===== src/rtl/spi_reg_pkg.sv =====
package spi_reg_pkg;
  localparam int ADDR_W = 7;
  localparam int BLK_W  = 3;
  localparam int IDX_W  = 4;
  localparam int DATA_W = 8;
  localparam logic CMD_WRITE = 1'b1;

  typedef struct packed {
    logic clear;    // enable high: drop frame state
    logic shiftIn;  // rising edge: take one host bit
    logic capture;  // 8th rising edge: latch address
    logic commit;   // 16th rising edge of a write
    logic loadRd;   // first falling edge of read data byte
    logic shiftRd;  // later falling edges of read data byte
  } spiStrobe_t;
endpackage


===== src/rtl/spiRegCtrl.sv =====
module spiRegCtrl
  import spi_reg_pkg::*;
#(
  parameter int SYNC_STAGES = 2
) (
  input  logic       clk,
  input  logic       rstN,
  input  logic       spiClk,
  input  logic       spiEnN,
  input  logic       sdioIn,
  input  logic       pendCmd,
  output spiStrobe_t stb,
  output logic       sdiBit,
  output logic       rdActive
);
  localparam int LAST = SYNC_STAGES - 1;

  logic [SYNC_STAGES-1:0] clkSync, enSync, datSync;
  logic sclkPrev;
  logic [3:0] bitCnt;
  logic isWrite, rdPend;
  logic active, rise, fall;

  always_ff @(posedge clk or negedge rstN) begin
    if (!rstN) begin
      clkSync  <= '0;
      enSync   <= '1;
      datSync  <= '0;
      sclkPrev <= 1'b0;
    end else begin
      clkSync  <= {clkSync[SYNC_STAGES-2:0], spiClk};
      enSync   <= {enSync[SYNC_STAGES-2:0], spiEnN};
      datSync  <= {datSync[SYNC_STAGES-2:0], sdioIn};
      sclkPrev <= clkSync[LAST];
    end
  end

  assign active = !enSync[LAST];
  assign rise   = active && clkSync[LAST] && !sclkPrev;
  assign fall   = active && !clkSync[LAST] && sclkPrev;
  assign sdiBit = datSync[LAST];

  always_ff @(posedge clk or negedge rstN) begin
    if (!rstN) begin
      bitCnt   <= '0;
      isWrite  <= 1'b0;
      rdPend   <= 1'b0;
      rdActive <= 1'b0;
    end else if (!active) begin
      bitCnt   <= '0;
      isWrite  <= 1'b0;
      rdPend   <= 1'b0;
      rdActive <= 1'b0;
    end else begin
      if (rise) begin
        bitCnt <= bitCnt + 4'd1;
        if (bitCnt == 4'd7) begin
          isWrite <= (pendCmd == CMD_WRITE);
          rdPend  <= (pendCmd != CMD_WRITE);
        end
        if (bitCnt == 4'd15) rdActive <= 1'b0;
      end
      if (fall && rdPend) begin
        rdPend   <= 1'b0;
        rdActive <= 1'b1;
      end
    end
  end

  always_comb begin
    stb         = '0;
    stb.clear   = !active;
    stb.shiftIn = rise;
    stb.capture = rise && (bitCnt == 4'd7);
    stb.commit  = rise && (bitCnt == 4'd15) && isWrite;
    stb.loadRd  = fall && rdPend;
    stb.shiftRd = fall && rdActive;
  end

  // enable high returns the frame to bit zero on the next cycle
  p_abort_restart_r8: assert property (@(posedge clk) disable iff (!rstN)
    !active |=> (bitCnt == 4'd0) && !rdActive);
  // frame events never collide, so chained frames stay separate
  p_strobe_excl_r7: assert property (@(posedge clk) disable iff (!rstN)
    $onehot0({stb.capture, stb.commit, stb.loadRd, stb.shiftRd}));
  // a read frame never produces a commit
  p_no_commit_in_read_r9: assert property (@(posedge clk) disable iff (!rstN)
    stb.commit |-> !rdActive && !rdPend);
endmodule


===== src/rtl/spiRegData.sv =====
module spiRegData
  import spi_reg_pkg::*;
#(
  parameter int          NUM_BLOCKS     = 6,
  parameter int          REGS_PER_BLOCK = 16,
  parameter logic [7:0]  RST_XOR        = 8'hA5
) (
  input  logic       clk,
  input  logic       rstN,
  input  spiStrobe_t stb,
  input  logic       sdiBit,
  output logic       pendCmd,
  output logic       rdBit,
  output logic [NUM_BLOCKS*REGS_PER_BLOCK*DATA_W-1:0] cfgFlat
);
  localparam int NUM_REGS = NUM_BLOCKS * REGS_PER_BLOCK;
  localparam int SEL_W    = (NUM_REGS > 1) ? $clog2(NUM_REGS) : 1;

  logic [6:0]        inShift;
  logic [ADDR_W-1:0] addrReg;
  logic [DATA_W-1:0] rdShift;
  logic [DATA_W-1:0] regQ [NUM_REGS];
  logic [DATA_W-1:0] wrData;
  logic [SEL_W-1:0]  sel;
  logic              mapped;

  assign pendCmd = inShift[6];
  assign wrData  = {inShift, sdiBit};
  assign mapped  = (int'(addrReg[ADDR_W-1:IDX_W]) < NUM_BLOCKS) &&
                   (int'(addrReg[IDX_W-1:0]) < REGS_PER_BLOCK);
  assign sel     = SEL_W'(int'(addrReg[ADDR_W-1:IDX_W]) * REGS_PER_BLOCK +
                          int'(addrReg[IDX_W-1:0]));

  always_ff @(posedge clk or negedge rstN) begin
    if (!rstN) begin
      inShift <= '0;
      addrReg <= '0;
    end else if (stb.clear) begin
      inShift <= '0;
    end else begin
      if (stb.shiftIn) inShift <= {inShift[5:0], sdiBit};
      if (stb.capture) addrReg <= {inShift[5:0], sdiBit};
    end
  end

  for (genvar k = 0; k < NUM_REGS; k++) begin : g_reg
    localparam logic [ADDR_W-1:0] K_ADDR =
      ADDR_W'((k / REGS_PER_BLOCK) * 16 + (k % REGS_PER_BLOCK));
    localparam logic [DATA_W-1:0] K_RST = {1'b0, K_ADDR} ^ RST_XOR;
    always_ff @(posedge clk or negedge rstN) begin
      if (!rstN)                                           regQ[k] <= K_RST;
      else if (stb.commit && mapped && sel == SEL_W'(k))   regQ[k] <= wrData;
    end
    assign cfgFlat[k*DATA_W +: DATA_W] = regQ[k];
  end

  always_ff @(posedge clk or negedge rstN) begin
    if (!rstN)            rdShift <= '0;
    else if (stb.clear)   rdShift <= '0;
    else if (stb.loadRd)  rdShift <= mapped ? regQ[sel] : '0;
    else if (stb.shiftRd) rdShift <= {rdShift[DATA_W-2:0], 1'b0};
  end

  assign rdBit = rdShift[DATA_W-1];

  // the bank moves only on the cycle after a commit strobe
  p_write_only_on_commit_r2: assert property (@(posedge clk) disable iff (!rstN)
    !$stable(cfgFlat) |-> $past(stb.commit));
  // a read of an unmapped address starts with a zero bit
  p_unmapped_read_zero_r6: assert property (@(posedge clk) disable iff (!rstN)
    (stb.loadRd && !mapped) |=> (rdBit == 1'b0));
endmodule


===== src/rtl/spiRegSlave.sv =====
module spiRegSlave
  import spi_reg_pkg::*;
#(
  parameter int         NUM_BLOCKS     = 6,
  parameter int         REGS_PER_BLOCK = 16,
  parameter logic [7:0] RST_XOR        = 8'hA5,
  parameter int         SYNC_STAGES    = 2
) (
  input  logic clk,
  input  logic rstN,
  input  logic spiClk,
  input  logic spiEnN,
  input  logic sdioIn,
  input  logic threeWire,
  output logic sdo,
  output logic sdioOut,
  output logic sdioOe,
  output logic [NUM_BLOCKS*REGS_PER_BLOCK*8-1:0] cfgOut
);
  spiStrobe_t stb;
  logic sdiBit, pendCmd, rdBit, rdActive;

  spiRegCtrl #(.SYNC_STAGES(SYNC_STAGES)) ctrl_i (
    .clk(clk), .rstN(rstN), .spiClk(spiClk), .spiEnN(spiEnN),
    .sdioIn(sdioIn), .pendCmd(pendCmd), .stb(stb), .sdiBit(sdiBit),
    .rdActive(rdActive)
  );

  spiRegData #(
    .NUM_BLOCKS(NUM_BLOCKS), .REGS_PER_BLOCK(REGS_PER_BLOCK), .RST_XOR(RST_XOR)
  ) data_i (
    .clk(clk), .rstN(rstN), .stb(stb), .sdiBit(sdiBit),
    .pendCmd(pendCmd), .rdBit(rdBit), .cfgFlat(cfgOut)
  );

  assign sdioOe  = threeWire && rdActive;
  assign sdioOut = rdBit;
  assign sdo     = !threeWire && rdActive && rdBit;

  // the pad turns around only right after the read data is loaded
  p_oe_turnaround_r4: assert property (@(posedge clk) disable iff (!rstN)
    $rose(sdioOe) |-> $past(stb.loadRd) || $past(!threeWire));
  // a write commit never coincides with the pad being driven
  p_write_no_drive_r5: assert property (@(posedge clk) disable iff (!rstN)
    stb.commit |-> !sdioOe);
endmodule


===== config.mk =====
export PLATFORM = sky130hd
export DESIGN_NAME = spiRegSlave
export DESIGN_NICKNAME = d
export VERILOG_FILES = /design/src/rtl/spi_reg_pkg.sv /design/src/rtl/spiRegCtrl.sv /design/src/rtl/spiRegData.sv /design/src/rtl/spiRegSlave.sv
export SDC_FILE = /design/constraint.sdc
export NUM_CORES = 1
export LEC_CHECK = 0
export BUFFER_PORTS_ARGS = -buffer_cell sky130_fd_sc_hd__buf_2
export CELL_PAD_IN_SITES_DETAIL_PLACEMENT = 0
export CELL_PAD_IN_SITES_GLOBAL_PLACEMENT = 1
export CORE_AREA = 2 2 301 303
export CTS_CLUSTER_SIZE = 8
export DETAILED_ROUTE_END_ITERATION = 6
export DIE_AREA = 0 0 303 305
export PLACE_DENSITY = 0.76
export SLEW_MARGIN = 25
export SYNTH_ARGS = -nofsm -noshare
export SYNTH_HDL_FRONTEND = slang
export SYNTH_SLANG_ARGS = --single-unit

===== constraint.sdc =====
create_clock -name clk -period 2.59 [get_ports clk]
set_input_delay 0.3885 -clock clk [delete_from_list [all_inputs] [get_ports clk]]
set_output_delay 0.3885 -clock clk [all_outputs]
set_load 0.02 [all_outputs]

=== Word-level counts from Yosys, hierarchy flattened ===
Index checks and enable logic that the tools add are counted.

* Multiplexer cells: 22
* Equality and inequality tests: 97
* Reductions and logical operators: 124
* Bitwise gates (word level): 3
* $add $sub $neg: 2
* $lt $le $gt $ge: 2

{| class="wikitable"
|+ Operators by type and width
! operator !! number
|-
| 7-bit by 6-bit equality test with 1-bit output (second input constant) || 32
|-
| 7-bit equality test (second input constant) || 32
|-
| 7-bit by 5-bit equality test with 1-bit output (second input constant) || 16
|-
| 1-bit logical AND || 109
|-
| 8-bit binary-select mux with 7-bit select || 1
|-
| 7-bit by 4-bit equality test with 1-bit output (second input constant) || 8
|-
| 8-bit 2-to-1 mux || 6
|-
| 7-bit by 3-bit equality test with 1-bit output (second input constant) || 4
|-
| 7-bit by 2-bit equality test with 1-bit output (second input constant) || 2
|-
| 7-bit 2-to-1 mux || 2
|-
| 3-bit nonzero test || 4
|-
| 1-bit 2-to-1 mux || 11
|-
| 8-bit >= comparator (second input constant) || 1
|-
| 4-bit 2-to-1 mux || 2
|-
| 7-bit inverter with 8-bit output || 1
|-
| 2-bit AND reduction || 4
|-
| 7-bit by 4-bit adder with 7-bit output || 1
|-
| 7-bit by 1-bit equality test with 1-bit output (second input constant) || 1
|-
| 7-bit logical NOT || 1
|-
| 4-bit by 1-bit adder with 4-bit output (second input constant) || 1
|-
| 4-bit by 3-bit equality test with 1-bit output (second input constant) || 1
|-
| 4-bit equality test (second input constant) || 1
|-
| 1-bit logical NOT || 4
|-
| 2-bit nonzero test || 2
|-
| 2 further kinds || 3
|}

* Register bits: 804
* Output and inout port bits: 771
* Word-level logic and storage cells: 357
* Input port bits: 6

=== Longest topological paths before layout ===
* Depth after elaboration: 8
* Mapped depth: 10

=== By module ===
Synthesis repeated with hierarchy kept, for this count alone.

* Cells, all modules: 2446
* Area total of the unflattened synthesis: 37597.3 um^2

{| class="wikitable"
|+ Modules (own cells, without submodules)
! module !! times used !! sequential area each (um^2) !! area an instance (um^2) !! cells each
|-
| spiRegData || 1 || 20309.5 || 36994.2 || 2397
|-
| spiRegCtrl || 1 || 352.8 || 586.8 || 47
|-
| spiRegSlave || 1 || 0.0 || 16.3 || 2
|}

=== Worst setup path after synthesis ===
OpenSTA, ideal clock, no wires.

* Path type: reg-to-reg
* Start: reg ctrl_i.sclkPrev
* End: reg data_i.regQ, in the netlist data_i.cfgFlat[120]
* Cell stages (with the launch flop): 9
* Required time: 2465 ps
* Slack: 326 ps
* Buffers on the path: 2
* Data arrival time: 2139 ps
* Path through: dfrtp_1 > and2b_1 > and4_4 > nand2_2 > or4_1 > buf_6 > buf_12 > nor2_8 > mux2_4

* Word-level cells in the longest chain between the ends: 6

{| class="wikitable"
|+ Ends and longest elaborated chain
! element !! line !! text
|-
| start, declared || spiRegCtrl.sv:19 || <nowiki>logic sclkPrev;</nowiki>
|-
| start signal, assigned || spiRegCtrl.sv:34 || <nowiki>sclkPrev <= clkSync[LAST];</nowiki>
|-
| 1-bit logical NOT || spiRegCtrl.sv:39 || <nowiki>assign rise = active && clkSync[LAST] && !sclkPrev;</nowiki>
|-
| 1-bit logical AND || spiRegCtrl.sv:39 ||
|-
| 1-bit logical AND (2 in series) || spiRegCtrl.sv:75 || <nowiki>stb.commit = rise && (bitCnt == 4'd15) && isWrite;</nowiki>
|-
| 1-bit logical AND (2 in series) || spiRegData.sv:52 || <nowiki>else if (stb.commit && mapped && sel == SEL_W'(k)) regQ[k] <= wrData;</nowiki>
|-
| end signal, assigned by index || spiRegData.sv:52 ||
|-
| end, declared || spiRegData.sv:22 || <nowiki>logic [DATA_W-1:0] regQ [NUM_REGS];</nowiki>
|}

No other way between the ends.
A chain may end at the register's enable or synchronous reset.

=== Worst setup path in the final report ===
* Start: reg data_i.addrReg[1]
* End: reg data_i.rdShift[7]

* Word-level cells in the longest chain between the ends: 8

{| class="wikitable"
|+ Ends and longest elaborated chain
! element !! line !! text
|-
| start, declared || spiRegData.sv:20 || <nowiki>logic [ADDR_W-1:0] addrReg;</nowiki>
|-
| start signal, assigned || spiRegData.sv:42 || <nowiki>if (stb.capture) addrReg <= {inShift[5:0], sdiBit};</nowiki>
|-
| 7-bit by 4-bit adder with 7-bit output || spiRegData.sv:31 || <nowiki>assign sel = SEL_W'(int'(addrReg[ADDR_W-1:IDX_W]) * REGS_PER_BLOCK +</nowiki>
|-
| 7-bit inverter with 8-bit output (implied by the code) || spiRegData.sv:60 || <nowiki>else if (stb.loadRd) rdShift <= mapped ? regQ[sel] : '0;</nowiki>
|-
| 8-bit binary-select mux with 7-bit select || spiRegData.sv:60 ||
|-
| 8-bit 2-to-1 mux (implied by the code) (2 in series) || spiRegData.sv:60 ||
|-
| 8-bit 2-to-1 mux (2 in series) || spiRegData.sv:60 ||
|-
| 8-bit 2-to-1 mux || spiRegData.sv:59 || <nowiki>else if (stb.clear) rdShift <= '0;</nowiki>
|-
| end signal, assigned || spiRegData.sv:60 ||
|-
| end signal, assigned || spiRegData.sv:61 || <nowiki>else if (stb.shiftRd) rdShift <= {rdShift[DATA_W-2:0], 1'b0};</nowiki>
|-
| end, declared || spiRegData.sv:21 || <nowiki>logic [DATA_W-1:0] rdShift;</nowiki>
|}

No other way between the ends. The select of a mux whose other input is x is not followed.

==> metrics.csv <==
stage;metric;value;unit
worst_setup_path;crit_path_end_kind;register;
worst_setup_path;path_cells;buf_12 -> buf_4 -> buf_12 -> mux2i_1 -> a22oi_1 -> o211ai_1 -> nand4_1 -> a222oi_1 -> o211ai_1;
power_and_ir_drop;total_power;27.0;mW
cts;cts_buffers;111;
synth;syn_nets;2488;
die;die_area;92400;µm²
global_routing;grt_pass1_vias;28310;
cts;root_buffer;clkbuf_16;
worst_setup_path;cp.required;3.12;ns
worst_setup_path;crit_type;register to register;
final_layout;layoutNonFillerInstCount;4687;
die;fp.dieH;305;µm
synth;synthMostInstantiatedCell;mux2_2;
drt;routed_wl;149000;µm
synth;async_reset_ff_share;100;%
final_layout;utilization;53.7;%
synth;yosys_register_bits;804;
worst_setup_path;critPathMaxFanout;19;
power_and_ir_drop;p_leak;23.4;nW
worst_setup_path;timing.rr.start;data_i.addrReg[1];
worst_setup_path;cp_slowest_cell;dfrtp_4;
final_layout;final_layout_size_suffix_gt1_share;71.5;%
run_status;violations;DRC;
final_layout;regArea;20700;µm²
final_layout;diodes;0;
timing;finClkSkew;0.0287;ns
timing;final_hold_viol_count;0;
synth;yosys-top-cells-count;mux2_2 (713), dfstp_2 (434), dfrtp_1 (370);
die;coreArea;89300;µm²
synth;syn_area;37500;µm²
drt;via_per_inst;5.79;
synth;synthesis.instances;2481;
synth;synth_edf_count;0;
placed_design;io_buffers;776;
power_and_ir_drop;vdd_drop_max;603;µV
power_and_ir_drop;power_density;562;nW/µm²
global_routing;grt_antenna_before_repair;3;
drt;ant_nets;0;
cts;htree_levels;3;
final_layout;area_delta_synth_final;28.0;%
placed_design;post-dp-hpwl;110000;µm
global_routing;grt_max_degree;114;
worst_setup_path;critPathLaunchType;register;
timing;fin_crit;2.56;ns
synth;synth_warnings;0;
drt;first_pass_iters;7;
synth;syn_avg_cell_area;15.1;µm²
synth;synthTopCellsByArea;dfstp_2 (30%), dfrtp_1 (25%), mux2_2 (21%);
die;die_w;303;µm
final_layout;layout.nets;3422;
synth;synth_cell_types;53;
die;ioPinCount;777;
timing;timing.max_slew.rel_slack;37.4;%
timing;max_clock_freq;0.391;GHz
timing;drv_slew;0;
placed_design;placed_cells;4464;
timing;whs;0.214;ns
synth;synth_top_area_cell;dfstp_2;
cts;clk_pin_slew;0.05;ns
global_routing;grt_usage;31.6;%
synth;ys_seq_area_share;55.1;%
cts;cts_tree;yes;
run_status;status;complete, but fails checks;
placed_design;gp_congestion;0.916;
drt;wl_per_cell;31.8;µm
cts;clock_latency;0.68;ns
cts;cts.sinks;804;
timing;fin_crit_sh;98.7;%
worst_setup_path;r2r_slack;0.03;ns
drt;drtIter0Drc;2200;
timing;worst_slew_pin_slew;0.937;ns
drt;drc_errors;47;
final_layout;multiInputGateArea;16200;µm²
die;start_util;42.0;%
worst_setup_path;max_stage_delay;0.56;ns
global_routing;grt_pass1_wl;211000;µm
cts;clk_path_buf_depth;3;
drt;vias;27161;
synth;ys.flop_type;dfstp_2;
global_routing;gr-total-overflow;0;
synth;synth_top_area_share;30.4;%
worst_setup_path;arrival;3.09;ns
run;cap_violations;0;
final_layout;final.fill_count;7438;
timing;setup-violations-final;0;
worst_setup_path;crit_start;data_i.addrReg[1];
min_path;hold_path.class;input pin to asynchronous set/reset pin;
die;fp-row-count;110;
-- registers in the layout, indices dropped and copies added (netlist names) --
name             count
ctrl_i.rdPend        1
data_i.inShift       7
ctrl_i.sclkPrev      1
data_i.rdShift       8
data_i.cfgFlat     768
ctrl_i.isWrite       1
ctrl_i.datSync       2
ctrl_i.bitCnt        4
data_i.addrReg       7
ctrl_i.enSync        2
ctrl_i.clkSync       2
ctrl_i.rdActive      1
-- cells by family (layout without fill, tap and decap cells) --
logic type / after synthesis / in the layout / share of synthesized area (%)
AO/OA/AOI/OAI: 158 / 158 / 2.87
XOR/XNOR: 3 / 3 / 0.0701
adder cells (fa/ha/maj): 1 / 1 / 0.0334
buffers and inverters: 179 / 1209 / 2.11
flip-flops: 804 / 804 / 55.1
multiplexers: 1021 / 1021 / 35.1
AND/OR/NAND/NOR: 315 / 315 / 4.74
-- report_power, final --
| group | internal, mW | total, mW | switching (mW) |
|---|---|---|---|
| clock | 8.27 | 13.9 | 5.64 |
| sequential | 12.6 | 12.7 | 0.0388 |
| combinational | 0.0757 | 0.398 | 0.322 |
-- layout by cell type (no fill, tap or decap), drive strengths merged, types with 4 or more instances in the layout --
cell and instances:
o211ai 5, inv 6, and2 7, nand2b 10
a221oi 8, nor2 65, o22ai 11, o21ai 32
mux4 148, nand2 143, dlygate4sd3 4, nand4 10
nor2b 11, clkbuf 206, nand3 40, mux2i 112
a222oi 5, a21oi 16, a211oi 8, mux2 761
dfrtp 370, dfstp 434, nor3 15, a22oi 69
buf 991
-- worst max-delay path, delay by kind of cell, from the launching register on --
family | cells | cell delay (ns)
AND/OR/NAND/NOR | 1 | 0.36
flip-flops | 1 | 0.56
buffers and inverters | 3 | 0.47
multiplexers | 1 | 0.28
AO/OA/AOI/OAI | 4 | 0.73
-- final timing paths --
check                                      to  cells after the start
setup / recovery            data_i.rdShift[7]                      9
min in group clk            ctrl_i.datSync[1]                      0
setup reg to reg            data_i.rdShift[7]                      9
max in group asynchronous  data_i.cfgFlat[38]                      3
hold reg to reg             ctrl_i.datSync[1]                      0
hold / removal             data_i.cfgFlat[14]                      2
-- per-layer routing --
metal	up-vias	global-route usage [%]	wire, µm
li1	11126	-	-
met1	14561	38.8	57000
met2	1194	53.5	74400
met3	280	7.35	11000
met4	0	12.5	6420
met5	-	0	0
-- per-stage QoR --
| step | cell area, µm² | TNS [ns] | setup slack (ns) |
|---|---|---|---|
| 4_1_cts | 47700 | 0 | 0.0155 |
| 5_1_grt | 48000 | -0.00876 | -0.00482 |
| 3_3_place_gp | 44400 | -0.150 | -0.0899 |
| 3_5_place_dp | 44400 | -0.198 | -0.132 |
| 2_1_floorplan | 37500 | 0 | 0.326 |
| 6_report | 48000 | 0 | 0.0345 |
-- layout make-up --
class / instances / share of cell area, %
clock buffer: 204 / 6.69
clock inverter: 5 / 0.180
inverter: 3 / 0.0235
multi-input combinational: 1498 / 33.7
sequential: 804 / 43.2
tap: 1176 / 3.07
timing repair buffer: 997 / 13.2
-- repair_timing --
item                       CTS  global route
resized for setup            6            20
hold buffers                 4             0
pin swaps                    0             4
setup endpoints to repair    4            63
buffers inserted             0             6
gates cloned                 0             2
hold endpoints to repair    48             0
(Power assumes the default switching activity.)
